**src/rtl/otg_role_pkg.sv**
```systemverilog
package otg_role_pkg;

    typedef enum logic [1:0] {
        A_HOST_IDLE,
        A_SEND_RESUME,
        A_AS_DEVICE
    } a_state_e;

    typedef enum logic [1:0] {
        B_AS_DEVICE,
        B_AWAIT_CONN,
        B_BUS_RESET,
        B_AS_HOST
    } b_state_e;

    // Line control bundle produced by each side
    typedef struct packed {
        logic host_en;
        logic dp_pullup;
        logic drive_reset;
        logic drive_resume;
        logic is_host;
    } line_ctl_t;

endpackage

```
**src/rtl/otg_ms_timer.sv**
```systemverilog
module otg_ms_timer #(
    parameter int TW = 8
) (
    input  logic          clk,
    input  logic          rst_n,
    input  logic          run,
    input  logic          clr,
    input  logic          tick,
    input  logic [TW-1:0] limit,
    output logic          expire
);
    typedef struct packed {
        logic [TW-1:0] cnt;
    } tmr_t;

    tmr_t r_d, r_q;

    assign expire = run && tick && (r_q.cnt == limit - TW'(1));

    always_comb begin
        r_d = r_q;
        if (!run || clr) begin
            r_d.cnt = '0;
        end else if (tick) begin
            r_d.cnt = expire ? '0 : r_q.cnt + TW'(1);
        end
    end

    always_ff @(posedge clk) begin
        if (!rst_n) begin
            r_q <= '0;
        end else begin
            r_q <= r_d;
        end
    end

    AST_TMR_RANGE: assert property (@(posedge clk) disable iff (!rst_n)
        run |-> (r_q.cnt < limit));

endmodule

```
**src/rtl/otg_a_side.sv**
```systemverilog
module otg_a_side
    import otg_role_pkg::*;
#(
    parameter int TW        = 5,
    parameter int RESUME_MS = 20
) (
    input  logic      clk,
    input  logic      rst_n,
    input  logic      enable,
    input  logic      qualified,
    input  logic      line_disc,
    input  logic      a_yield,
    input  logic      ms_tick,
    output line_ctl_t ctl
);
    typedef struct packed {
        a_state_e st;
    } a_reg_t;

    a_reg_t s_d, s_q;
    logic   tmr_run, tmr_clr, tmr_done;

    assign tmr_run = (s_q.st == A_SEND_RESUME);
    assign tmr_clr = (s_d.st != s_q.st);

    otg_ms_timer #(.TW(TW)) i_resume_tmr (
        .clk    (clk),
        .rst_n  (rst_n),
        .run    (tmr_run),
        .clr    (tmr_clr),
        .tick   (ms_tick),
        .limit  (TW'(RESUME_MS)),
        .expire (tmr_done)
    );

    always_comb begin
        s_d = s_q;
        if (!enable) begin
            s_d.st = A_HOST_IDLE;
        end else begin
            case (s_q.st)
                A_HOST_IDLE: begin
                    if (line_disc && qualified) begin
                        s_d.st = a_yield ? A_AS_DEVICE : A_SEND_RESUME;
                    end
                end
                A_SEND_RESUME: begin
                    if (tmr_done) s_d.st = A_HOST_IDLE;
                end
                A_AS_DEVICE: s_d.st = A_AS_DEVICE;
                default:     s_d.st = A_HOST_IDLE;
            endcase
        end
    end

    always_ff @(posedge clk) begin
        if (!rst_n) begin
            s_q.st <= A_HOST_IDLE;
        end else begin
            s_q <= s_d;
        end
    end

    always_comb begin
        ctl = '0;
        case (s_q.st)
            A_HOST_IDLE: begin
                ctl.host_en = 1'b1;
                ctl.is_host = 1'b1;
            end
            A_SEND_RESUME: begin
                ctl.host_en      = 1'b1;
                ctl.is_host      = 1'b1;
                ctl.drive_resume = 1'b1;
            end
            A_AS_DEVICE: begin
                ctl.dp_pullup = 1'b1;
            end
            default: ctl = '0;
        endcase
    end

    AST_A_HANDOVER: assert property (@(posedge clk) disable iff (!rst_n)
        (s_q.st == A_HOST_IDLE && enable && qualified && line_disc && a_yield)
        |=> (!ctl.host_en && ctl.dp_pullup));

    AST_A_UNQUAL_HOLD: assert property (@(posedge clk) disable iff (!rst_n)
        (s_q.st == A_HOST_IDLE && !qualified)
        |=> (ctl.host_en && !ctl.dp_pullup));

    AST_A_RESUME_AS_HOST: assert property (@(posedge clk) disable iff (!rst_n)
        ctl.drive_resume |-> ctl.host_en);

endmodule

```
**src/rtl/otg_b_side.sv**
```systemverilog
module otg_b_side
    import otg_role_pkg::*;
#(
    parameter int TW          = 7,
    parameter int RESET_MS    = 10,
    parameter int CONN_TMO_MS = 100
) (
    input  logic      clk,
    input  logic      rst_n,
    input  logic      enable,
    input  logic      qualified,
    input  logic      b_req,
    input  logic      line_conn,
    input  logic      line_resume,
    input  logic      ms_tick,
    output line_ctl_t ctl
);
    typedef struct packed {
        b_state_e st;
    } b_reg_t;

    b_reg_t        s_d, s_q;
    logic          tmr_run, tmr_clr, tmr_done;
    logic [TW-1:0] tmr_limit;

    assign tmr_run   = (s_q.st == B_AWAIT_CONN) || (s_q.st == B_BUS_RESET);
    assign tmr_clr   = (s_d.st != s_q.st);
    assign tmr_limit = (s_q.st == B_BUS_RESET) ? TW'(RESET_MS) : TW'(CONN_TMO_MS);

    otg_ms_timer #(.TW(TW)) i_b_tmr (
        .clk    (clk),
        .rst_n  (rst_n),
        .run    (tmr_run),
        .clr    (tmr_clr),
        .tick   (ms_tick),
        .limit  (tmr_limit),
        .expire (tmr_done)
    );

    always_comb begin
        s_d = s_q;
        if (!enable) begin
            s_d.st = B_AS_DEVICE;
        end else begin
            case (s_q.st)
                B_AS_DEVICE: begin
                    if (b_req && qualified) s_d.st = B_AWAIT_CONN;
                end
                B_AWAIT_CONN: begin
                    // connect outranks both resume and timeout
                    if (line_conn)        s_d.st = B_BUS_RESET;
                    else if (line_resume) s_d.st = B_AS_DEVICE;
                    else if (tmr_done)    s_d.st = B_AS_DEVICE;
                end
                B_BUS_RESET: begin
                    if (tmr_done) s_d.st = B_AS_HOST;
                end
                B_AS_HOST: s_d.st = B_AS_HOST;
                default:   s_d.st = B_AS_DEVICE;
            endcase
        end
    end

    always_ff @(posedge clk) begin
        if (!rst_n) begin
            s_q.st <= B_AS_DEVICE;
        end else begin
            s_q <= s_d;
        end
    end

    always_comb begin
        ctl = '0;
        case (s_q.st)
            B_AS_DEVICE:  ctl.dp_pullup = 1'b1;
            B_AWAIT_CONN: ctl = '0;
            B_BUS_RESET: begin
                ctl.host_en     = 1'b1;
                ctl.is_host     = 1'b1;
                ctl.drive_reset = 1'b1;
            end
            B_AS_HOST: begin
                ctl.host_en = 1'b1;
                ctl.is_host = 1'b1;
            end
            default: ctl = '0;
        endcase
    end

    AST_B_REQ_GATED: assert property (@(posedge clk) disable iff (!rst_n)
        (enable && $fell(ctl.dp_pullup)) |-> $past(enable && qualified && b_req));

    AST_B_RESET_AS_HOST: assert property (@(posedge clk) disable iff (!rst_n)
        ctl.drive_reset |-> (ctl.host_en && !ctl.dp_pullup));

    AST_B_CONN_WINS: assert property (@(posedge clk) disable iff (!rst_n)
        (s_q.st == B_AWAIT_CONN && enable && line_conn) |=> ctl.drive_reset);

    AST_B_RESUME_BACK: assert property (@(posedge clk) disable iff (!rst_n)
        (s_q.st == B_AWAIT_CONN && enable && !line_conn && line_resume)
        |=> ctl.dp_pullup);

endmodule

```
**src/rtl/otg_role_swap.sv**
```systemverilog
module otg_role_swap
    import otg_role_pkg::*;
#(
    parameter int RESET_MS    = 10,
    parameter int CONN_TMO_MS = 100,
    parameter int RESUME_MS   = 20
) (
    input  logic clk,
    input  logic rst_n,
    input  logic cfg_role_b,
    input  logic hnp_en,
    input  logic suspended,
    input  logic full_speed,
    input  logic ms_tick,
    input  logic b_req,
    input  logic a_yield,
    input  logic line_disc,
    input  logic line_conn,
    input  logic line_resume,
    output logic host_en,
    output logic dp_pullup,
    output logic drive_reset,
    output logic drive_resume,
    output logic is_host
);
    localparam int B_MAX_MS = (RESET_MS > CONN_TMO_MS) ? RESET_MS : CONN_TMO_MS;
    localparam int B_TW     = $clog2(B_MAX_MS + 1);
    localparam int A_TW     = $clog2(RESUME_MS + 1);

    logic      qualified;
    line_ctl_t a_ctl, b_ctl, sel_ctl;

    assign qualified = hnp_en && suspended && full_speed;

    otg_a_side #(.TW(A_TW), .RESUME_MS(RESUME_MS)) i_a_side (
        .clk       (clk),
        .rst_n     (rst_n),
        .enable    (!cfg_role_b),
        .qualified (qualified),
        .line_disc (line_disc),
        .a_yield   (a_yield),
        .ms_tick   (ms_tick),
        .ctl       (a_ctl)
    );

    otg_b_side #(.TW(B_TW), .RESET_MS(RESET_MS), .CONN_TMO_MS(CONN_TMO_MS)) i_b_side (
        .clk         (clk),
        .rst_n       (rst_n),
        .enable      (cfg_role_b),
        .qualified   (qualified),
        .b_req       (b_req),
        .line_conn   (line_conn),
        .line_resume (line_resume),
        .ms_tick     (ms_tick),
        .ctl         (b_ctl)
    );

    assign sel_ctl      = cfg_role_b ? b_ctl : a_ctl;
    assign host_en      = sel_ctl.host_en;
    assign dp_pullup    = sel_ctl.dp_pullup;
    assign drive_reset  = sel_ctl.drive_reset;
    assign drive_resume = sel_ctl.drive_resume;
    assign is_host      = sel_ctl.is_host;

    AST_ROLE_BIT: assert property (@(posedge clk) disable iff (!rst_n)
        is_host == host_en);

    AST_HOST_NO_PULLUP: assert property (@(posedge clk) disable iff (!rst_n)
        host_en |-> !dp_pullup);

endmodule

```
**config.mk**
```make
export PLATFORM = sky130hd
export DESIGN_NAME = otg_role_swap
export DESIGN_NICKNAME = d
export VERILOG_FILES = /design/src/rtl/otg_role_pkg.sv /design/src/rtl/otg_ms_timer.sv /design/src/rtl/otg_a_side.sv /design/src/rtl/otg_b_side.sv /design/src/rtl/otg_role_swap.sv
export SDC_FILE = /design/constraint.sdc
export NUM_CORES = 1
export LEC_CHECK = 0
export BUFFER_PORTS_ARGS = -buffer_cell sky130_fd_sc_hd__buf_2
export CAP_MARGIN = 20
export CORE_UTILIZATION = 35
export CTS_CLUSTER_DIAMETER = 120
export CTS_CLUSTER_SIZE = 8
export DETAILED_ROUTE_END_ITERATION = 12
export PLACE_DENSITY = 0.64
export SYNTH_ARGS = -nofsm -noshare
export SYNTH_HDL_FRONTEND = slang
export SYNTH_SLANG_ARGS = --single-unit
export TNS_END_PERCENT = 20
```
**constraint.sdc**
```tcl
create_clock -name clk -period 2.1 [get_ports clk]
set_clock_uncertainty 0.05 [all_clocks]
set_input_delay 0.315 -clock clk [delete_from_list [all_inputs] [get_ports clk]]
set_output_delay 0.315 -clock clk [all_outputs]
set_load 0.005 [all_outputs]
```
# After elaboration in Yosys (flattened, before gate mapping)
# Cells that the tools add are included.
# W data, S select, Z words.
totals:
  output_inout_bits: 5
  register_bits: 16
  input_bits: 12
  elab_cells: 58
classes:
  bitwise: 1
  addsub: 3
  muxes: 22
  reduce_logical: 19
  n_eq_ne: 9
op_table:
  columns: ["cell", "n"]
  rows:
  - ["$mux W2", 10]
  - ["$mux W7", 2]
  - ["$mux W5", 2]
  - ["$logic_and A1 B1 Y1", 8]
  - ["$pmux W2 S4", 1]
  - ["$reduce_or A2 Y1", 4]
  - ["$add A7 B1 Y7 const B", 1]
  - ["$eq A7 B7 Y1", 1]
  - ["$sub A7 B1 Y7 const B", 1]
  - ["$eq A2 B2 Y1 const B", 3]
  - ["$mux W1", 6]
  - ["$pmux W2 S3", 1]
  - ["$add A5 B1 Y5 const B", 1]
  - ["$eq A5 B5 Y1 const B", 1]
  - ["$eq A2 B1 Y1 const B", 2]
  - ["$logic_not A2 Y1", 2]
  - ["$ne A2 B2 Y1", 2]
  - ["$logic_or A1 B1 Y1", 3]
  - ["$logic_not A1 Y1", 2]
  - ["$not A1 Y1", 1]

# Logic depth before layout (Yosys ltp)
# Gate-level depths: netlist of run 1.
logic_depth:
  depth_word: 13
  depth_mapped: 7
  mapped_depth_nobuf: 7

# Modules after synthesis
# From an unflattened synthesis of run 1, not the netlist that was laid out.
unflattened:
  hier_cells: 154
  hier_area_um2: 1401.3
by_module_without_submodules:
  columns: ["mod", "seq_area_each_um2", "cells_per_inst", "area_each_um2", "instances"]
  rows:
  - ["otg_ms_timer at i_b_side.i_b_tmr", 140.1, 59, 543.0, 1]
  - ["otg_ms_timer at i_a_side.i_resume_tmr", 100.1, 36, 349.1, 1]
  - ["otg_b_side", 40.0, 32, 251.5, 1]
  - ["otg_a_side", 40.0, 19, 161.4, 1]
  - ["otg_role_swap", 0.0, 8, 96.3, 1]

# Worst setup path after synthesis of run 1
# Ideal clock, no wire load.
synth_timing:
  path_kind: "reg-to-reg"
  start: "register i_b_side.s_q[0] in the netlist's numbering"
  end: "register i_b_side.i_b_tmr.r_q[0] in the netlist's numbering"
  stages_incl_launch_ff: 8
  t_required_ns: 1.924
  slack_ns: 0.188
  synth_period_minus_slack_ns: 1.912
  setup_ns: 0.126
  t_arrival_ns: 1.737
  cell_sequence: "dfxtp_1 > inv_1 > ha_1 > a2111oi_2 > nand2_1 > or2_2 > o211ai_1 > nor3_1"
synth_between:
  elab_chain_cells: 13
  elab_cells_between_ends: 22
synth_lines:
  columns: ["item", "line", "rtl"]
  rows:
  - ["start, declared", "otg_b_side.sv:22", "b_reg_t s_d, s_q;"]
  - ["$eq A2 B2 Y1", "otg_b_side.sv:26, otg_b_side.sv:28, otg_b_side.sv:45", null]
  - ["$mux W7", "otg_b_side.sv:28", "assign tmr_limit = (s_q.st == B_BUS_RESET) ? TW'(RESET_MS) : TW'(CONN_TMO_MS);"]
  - ["$sub A7 B1 Y7", "otg_ms_timer.sv:18", "assign expire = run && tick && (r_q.cnt == limit - TW'(1));"]
  - ["$eq A7 B7 Y1", "otg_ms_timer.sv:18", null]
  - ["$logic_and A1 B1 Y1", "otg_ms_timer.sv:18", null]
  - ["$mux W2", "otg_b_side.sv:53", "else if (tmr_done) s_d.st = B_AS_DEVICE;"]
  - ["$mux W2", "otg_b_side.sv:52", "else if (line_resume) s_d.st = B_AS_DEVICE;"]
  - ["$mux W2", "otg_b_side.sv:51", "if (line_conn) s_d.st = B_BUS_RESET;"]
  - ["$pmux W2 S4", "otg_b_side.sv:45", "case (s_q.st)"]
  - ["$mux W2", "otg_b_side.sv:42", "if (!enable) begin"]
  - ["$ne A2 B2 Y1", "otg_b_side.sv:27", "assign tmr_clr = (s_d.st != s_q.st);"]
  - ["$logic_or A1 B1 Y1", "otg_ms_timer.sv:22", "if (!run || clr) begin"]
  - ["$reduce_or A2 Y1 (no line)", null, null]
  - ["end signal, assigned", "otg_ms_timer.sv:33", "r_q <= r_d;"]
  - ["end, declared", "otg_ms_timer.sv:16", "tmr_t r_d, r_q;"]
# Several ways; a longest one is shown, not always the timed one.
# A chain may end at the register's enable or synchronous reset.

# Final worst setup path of run 1
layout_timing:
  start: "register i_b_side.s_q[0] in the netlist's numbering"
  end: "register i_b_side.i_b_tmr.r_q[1] in the netlist's numbering"
# The elaborated chain is that of the path after synthesis.

==> results of run 1 <==
## cell type report
type	instances	area [µm²]	share of cell area (%)
clock buffer	4	36.3	3.00
multi-input combinational	101	683	56.5
timing repair buffer	21	118	9.73
inverter	3	11.3	0.932
tap	31	38.8	3.21
sequential	16	322	26.6
## report_power, final
group | switching [mW] | total, mW | internal [mW]
logic | 0.0324 | 0.0603 | 0.0279
clock network | 0.0978 | 0.203 | 0.106
registers | 0.00188 | 0.307 | 0.305
## critical path: stages (launching register included)
cell	delay [ps]
dfxtp_2	390
inv_1	100
ha_1	230
a2111oi_2	380
nand2_1	130
or2_2	300
o211ai_1	160
nor3_1	90
## per-stage QoR
| stage | instances | utilization [%] | setup WS (ps) | area, µm² |
|---|---|---|---|---|
| after floorplan | 124 | - | 188 | 1020 |
| after global placement | 172 | 42.1 | 152 | 1160 |
| after detailed placement | 172 | 42.1 | 109 | 1160 |
| after CTS | 176 | 43.4 | 70.6 | 1200 |
| after global routing | 176 | 43.8 | 26.6 | 1210 |
| final | 176 | 43.8 | 164 | 1210 |
## logic make-up (layout without fill, tap and decap cells)
| group | Yosys count | in the layout | synth area share [%] |
|---|---|---|---|
| buffers and inverters | 7 | 28 | 2.94 |
| multiplexers | 4 | 4 | 4.04 |
| AND/OR/NAND/NOR | 65 | 65 | 33.5 |
| AO/OA/AOI/OAI | 16 | 16 | 11.9 |
| XOR/XNOR | 9 | 9 | 7.71 |
| adder cells (fa/ha/maj) | 7 | 7 | 8.57 |
| flip-flops | 16 | 16 | 31.3 |
## worst max-delay path by stage
stage               startpoint                 endpoint  depth (start not counted)
3_5_place_dp   i_b_side.s_q[0]  i_b_side.i_b_tmr.r_q[1]                          7
3_3_place_gp   i_b_side.s_q[0]  i_b_side.i_b_tmr.r_q[4]                          7
5_1_grt        i_b_side.s_q[0]  i_b_side.i_b_tmr.r_q[1]                          7
4_1_cts        i_b_side.s_q[0]  i_b_side.i_b_tmr.r_q[1]                          7
2_1_floorplan  i_b_side.s_q[0]  i_b_side.i_b_tmr.r_q[0]                          7
6_report       i_b_side.s_q[0]  i_b_side.i_b_tmr.r_q[1]                          7
## state kept, by name (all words and copies together), names as in the netlist
register and flops:
i_b_side.i_b_tmr.r_q 7, i_a_side.i_resume_tmr.r_q 5, i_a_side.s_q 2, i_b_side.s_q 2
## routing by layer
metal	global-route usage, %	wire [µm]	vias up
li1	-	-	489
met1	16.8	984	460
met2	28.2	1130	23
met3	3.02	76	4
met4	6.27	25	0
met5	0	0	-
## placed cells by master (no fill, tap or decap), types with 2 or more instances in the layout
cell,n
nand3_1,2
nand4b_1,2
inv_1,3
a2111oi_2,2
xor2_1,5
buf_4,5
nor3_1,7
and2_1,2
xnor2_1,4
nand2b_1,3
nor2b_1,4
a21oi_1,3
clkbuf_4,3
mux2i_1,3
ha_1,7
o211ai_1,3
a211oi_1,2
dfxtp_1,15
nand2_1,10
o21ai_0,3
buf_2,16
nand4_1,7
nor3b_1,2
nor2_1,18
## what timing repair did
action	CTS	global route
setup endpoints to repair	0	7
endpoints found under the hold margin	0	0
hold buffers	0	0
buffers inserted	0	0
resized for setup	0	3
==> impl_metrics.ini, run 1 <==
[status]
outcome = completed

[critical_path]
crit_required_ps = 2220
endpoint_kind = flop
reg2reg_to = i_b_side.i_b_tmr.r_q[1]
criticalPathCategory = flop to flop
reg2reg_slack_ps = 160
worstPathArrival_ps = 2060
start_kind = flop
crit_fanout = 6
r2r_cells = 7
r2r_start = i_b_side.s_q[0]

[synthesis]
syn_inst = 124
synth.area.top_cells = dfxtp_1, ha_1, nor2_1
yosysWarnings = 0
synth_top_area_share_pct = 31.3
synth_edf_count = 0
synth_common_cells = nor2_1, dfxtp_1, nand2_1
synth.cell_area_um2 = 1020
synth_seq_area_share_pct = 31.3
avgSynthCellArea_um2 = 8.24
ys_ff_latch = 16
synth-async-reset-ratio_pct = 0
synth_top_area_cell = dfxtp_1
synthDistinctLibCells = 33
synth.most_common_cell = nor2_1
syn_nets = 143
synthFlopType = dfxtp_1

[detailed_routing]
vias = 976
wl_mm = 2.22
drtPass1Iterations = 4
ant_nets = 0
drc = 0
drt-vias-per-instance = 5.55
dr.first_iter.drc_count = 6
wl_per_cell_um = 12.6

[run]
cap_violations = 0

[clock_tree]
cts.sinks = 16
clock_path_buffers = 2
cts_tree = done
cts_buffers = 3
clkLatencyLatePin_ps = 290
cts.root.buffer_cell = clkbuf_4
htree_levels = 1
clkTransAtPathRegs_ps = 100

[final_layout]
syn2layout_area_growth_pct = 18.2
fill_cells = 285
drive_gt1_share_pct = 22.1
antenna_cells = 0
final_nets = 165

[timing]
period_minus_slack_ps = 1940
drv_slew = 0
rsz0062_at_grt = no
fmax_mhz = 517
hold-worst-slack_ps = 273
min_period_over_period_pct = 92.2
fin_setup_tns_ps = 0
final_hold_viol_count = 0
worstMarginPinSlew_ps = 347
setup_viol = 0
slew_headroom_pct = 76.6

[floorplan]
dieArea_um2 = 3140
core_um2 = 2760
initial_core_util_pct = 37.1
rows = 19
io_pins = 17
die_x_um = 56.0
die_h_um = 56.0

[min_path]
min_path_cells = 3
hold_class = input port to flop
hp-start = rst_n
hold_end = i_b_side.s_q[1]

[pwr]
p_total_mw = 0.570
leakage_nw = 0.447
vdd_drop_max_mv = 0.331
powerDensity_nw_per_um2 = 472

[global_route]
first_global_vias = 941
grt_max_degree = 12
track_usage_pct = 15.3
grt.overflow.total = 0
grt_pass1_wl_mm = 3.87
antenna_found_initial = 0

[placed_design]
place_congestion = 0.819
numPortBuffers = 16
hpwl_mm = 1.73
No activity file was read; power rests on OpenSTA's default activity.
==> inputs of run 2 (changes only) <==
- RECOVER_POWER: unset -> 50
- SKIP_LAST_GASP: unset -> 1
==> run 2 against run 1 <==
  * Register-to-register slack about the same
  * Wire length decreased by 0.32%
  * Clock power barely moved
  * Largest power group unchanged
  * Clock-buffer cell count unchanged
  * Critical endpoint unchanged
==> impl_metrics.ini, run 2 (synthesis results as in run 1) <==
[critical_path]
r2r_start = i_b_side.s_q[0]
worstPathArrival_ps = 2060
crit_fanout = 6
reg2reg_to = i_b_side.i_b_tmr.r_q[1]
reg2reg_slack_ps = 160
criticalPathCategory = flop to flop
r2r_cells = 7
endpoint_kind = flop
crit_required_ps = 2220
start_kind = flop

[clock_tree]
clock_path_buffers = 2
clkLatencyLatePin_ps = 290
htree_levels = 1
cts_tree = done
cts.sinks = 16
cts_buffers = 3
clkTransAtPathRegs_ps = 90
cts_hold_buf = 0
post_cts_buffers = 0
cts.root.buffer_cell = clkbuf_4
cts_resized = 0

[final_layout]
fill_cells = 285
final_nets = 165
antenna_cells = 0
reg_top3 = i_b_side.i_b_tmr.r_q: 7 flops, i_a_side.i_resume_tmr.r_q: 5 flops
layout_common_cells = nor2_1, buf_2, dfxtp_1
final_common_cell = nor2_1
largest_reg_flops = 7
drive_gt1_share_pct = 22.1
top_register = i_b_side.i_b_tmr.r_q
post-route-util_pct = 43.8
syn2layout_area_growth_pct = 18.2

[pwr]
power_frac_clock_pct = 35.6
p_sw_share_pct = 23.2
vdd_drop_max_mv = 0.331
powerDensity_nw_per_um2 = 472
switching_power_mw = 0.132
leakage_nw = 0.445
combPwrFrac_pct = 10.6
seqPwrFrac_pct = 53.8
p_int_mw = 0.438

[run]
cap_violations = 0

[global_route]
grt_max_degree = 12
grt.overflow.total = 0
track_usage_pct = 15.3
antenna_found_initial = 0
grt_pass1_wl_mm = 3.87
first_global_vias = 941

[floorplan]
core_um2 = 2760
die_x_um = 56.0
die_h_um = 56.0
initial_core_util_pct = 37.1
dieArea_um2 = 3140
io_pins = 17
rows = 19

[timing]
fmax_mhz = 515
min_period_over_period_pct = 92.5
worstMarginPinSlew_ps = 343
setup_viol = 0
drv_slew = 0
slew_headroom_pct = 76.8
fin_setup_tns_ps = 0
period_minus_slack_ps = 1940
final_hold_viol_count = 0
rsz0062_at_grt = no

[placed_design]
hpwl_mm = 1.73
place_congestion = 0.819
numPortBuffers = 16

[detailed_routing]
wl_per_cell_um = 12.6
drtPass1Iterations = 4
drt-vias-per-instance = 5.52
vias = 972
wl_mm = 2.21
ant_nets = 0
dr.first_iter.drc_count = 6
drc = 0

[min_path]
min_path_cells = 3
hold_end = i_b_side.s_q[1]
hp-start = rst_n
hold_class = input port to flop

[status]
outcome = completed
[run 2: power by group through the flow]
stage / logic [mW] / clock network [mW] / registers, mW
5_1_grt: 0.0672 / 0.225 / 0.307
4_1_cts: 0.0598 / 0.214 / 0.307
6_report: 0.0604 / 0.203 / 0.307
3_5_place_dp: 0.0594 / 0 / 0.314
2_1_floorplan: 0.0342 / 0 / 0.314
3_3_place_gp: 0.0585 / 0 / 0.314
[run 2: area by class of cell]
type	count	area, µm²	share of cell area (%)
clock buffer	4	36.3	3.00
inverter	3	11.3	0.932
multi-input combinational	101	683	56.5
sequential	16	322	26.6
tap	31	38.8	3.21
timing repair buffer	21	118	9.73
[run 2: critical path, cell delays in order (launching register included)]
cell and delay, ps:
dfxtp_2 390, inv_1 100, ha_1 230, a2111oi_2 380, nand2_1 130, or2_2 300
o211ai_1 160, nor3_1 90
[run 2: routing by layer]
layer	track usage (%)	routed length [µm]	up-vias
met3	3.02	60	4
met5	0	0	-
li1	-	-	489
met4	6.27	25	0
met2	28.2	1130	21
met1	16.8	997	458
[run 2: metrics by stage]
stage,instances,power (mW),worst slack [ps],hold slack [ps],cell area (µm²)
2_1_floorplan,124,0.348,188,409,1020
3_3_place_gp,172,0.372,152,422,1160
3_5_place_dp,172,0.373,109,430,1160
4_1_cts,176,0.581,70.6,261,1200
5_1_grt,176,0.600,26.6,280,1210
6_report,176,0.571,157,274,1210
[run 2: worst max path at each step]
stage	depth (start not counted)	start	endpoint	slack [ps]
global route	7	i_b_side.s_q[0]	i_b_side.i_b_tmr.r_q[1]	30
CTS	7	i_b_side.s_q[0]	i_b_side.i_b_tmr.r_q[1]	70
global placement	7	i_b_side.s_q[0]	i_b_side.i_b_tmr.r_q[4]	150
floorplan	7	i_b_side.s_q[0]	i_b_side.i_b_tmr.r_q[0]	190
detailed placement	7	i_b_side.s_q[0]	i_b_side.i_b_tmr.r_q[1]	110
finish	7	i_b_side.s_q[0]	i_b_side.i_b_tmr.r_q[1]	160
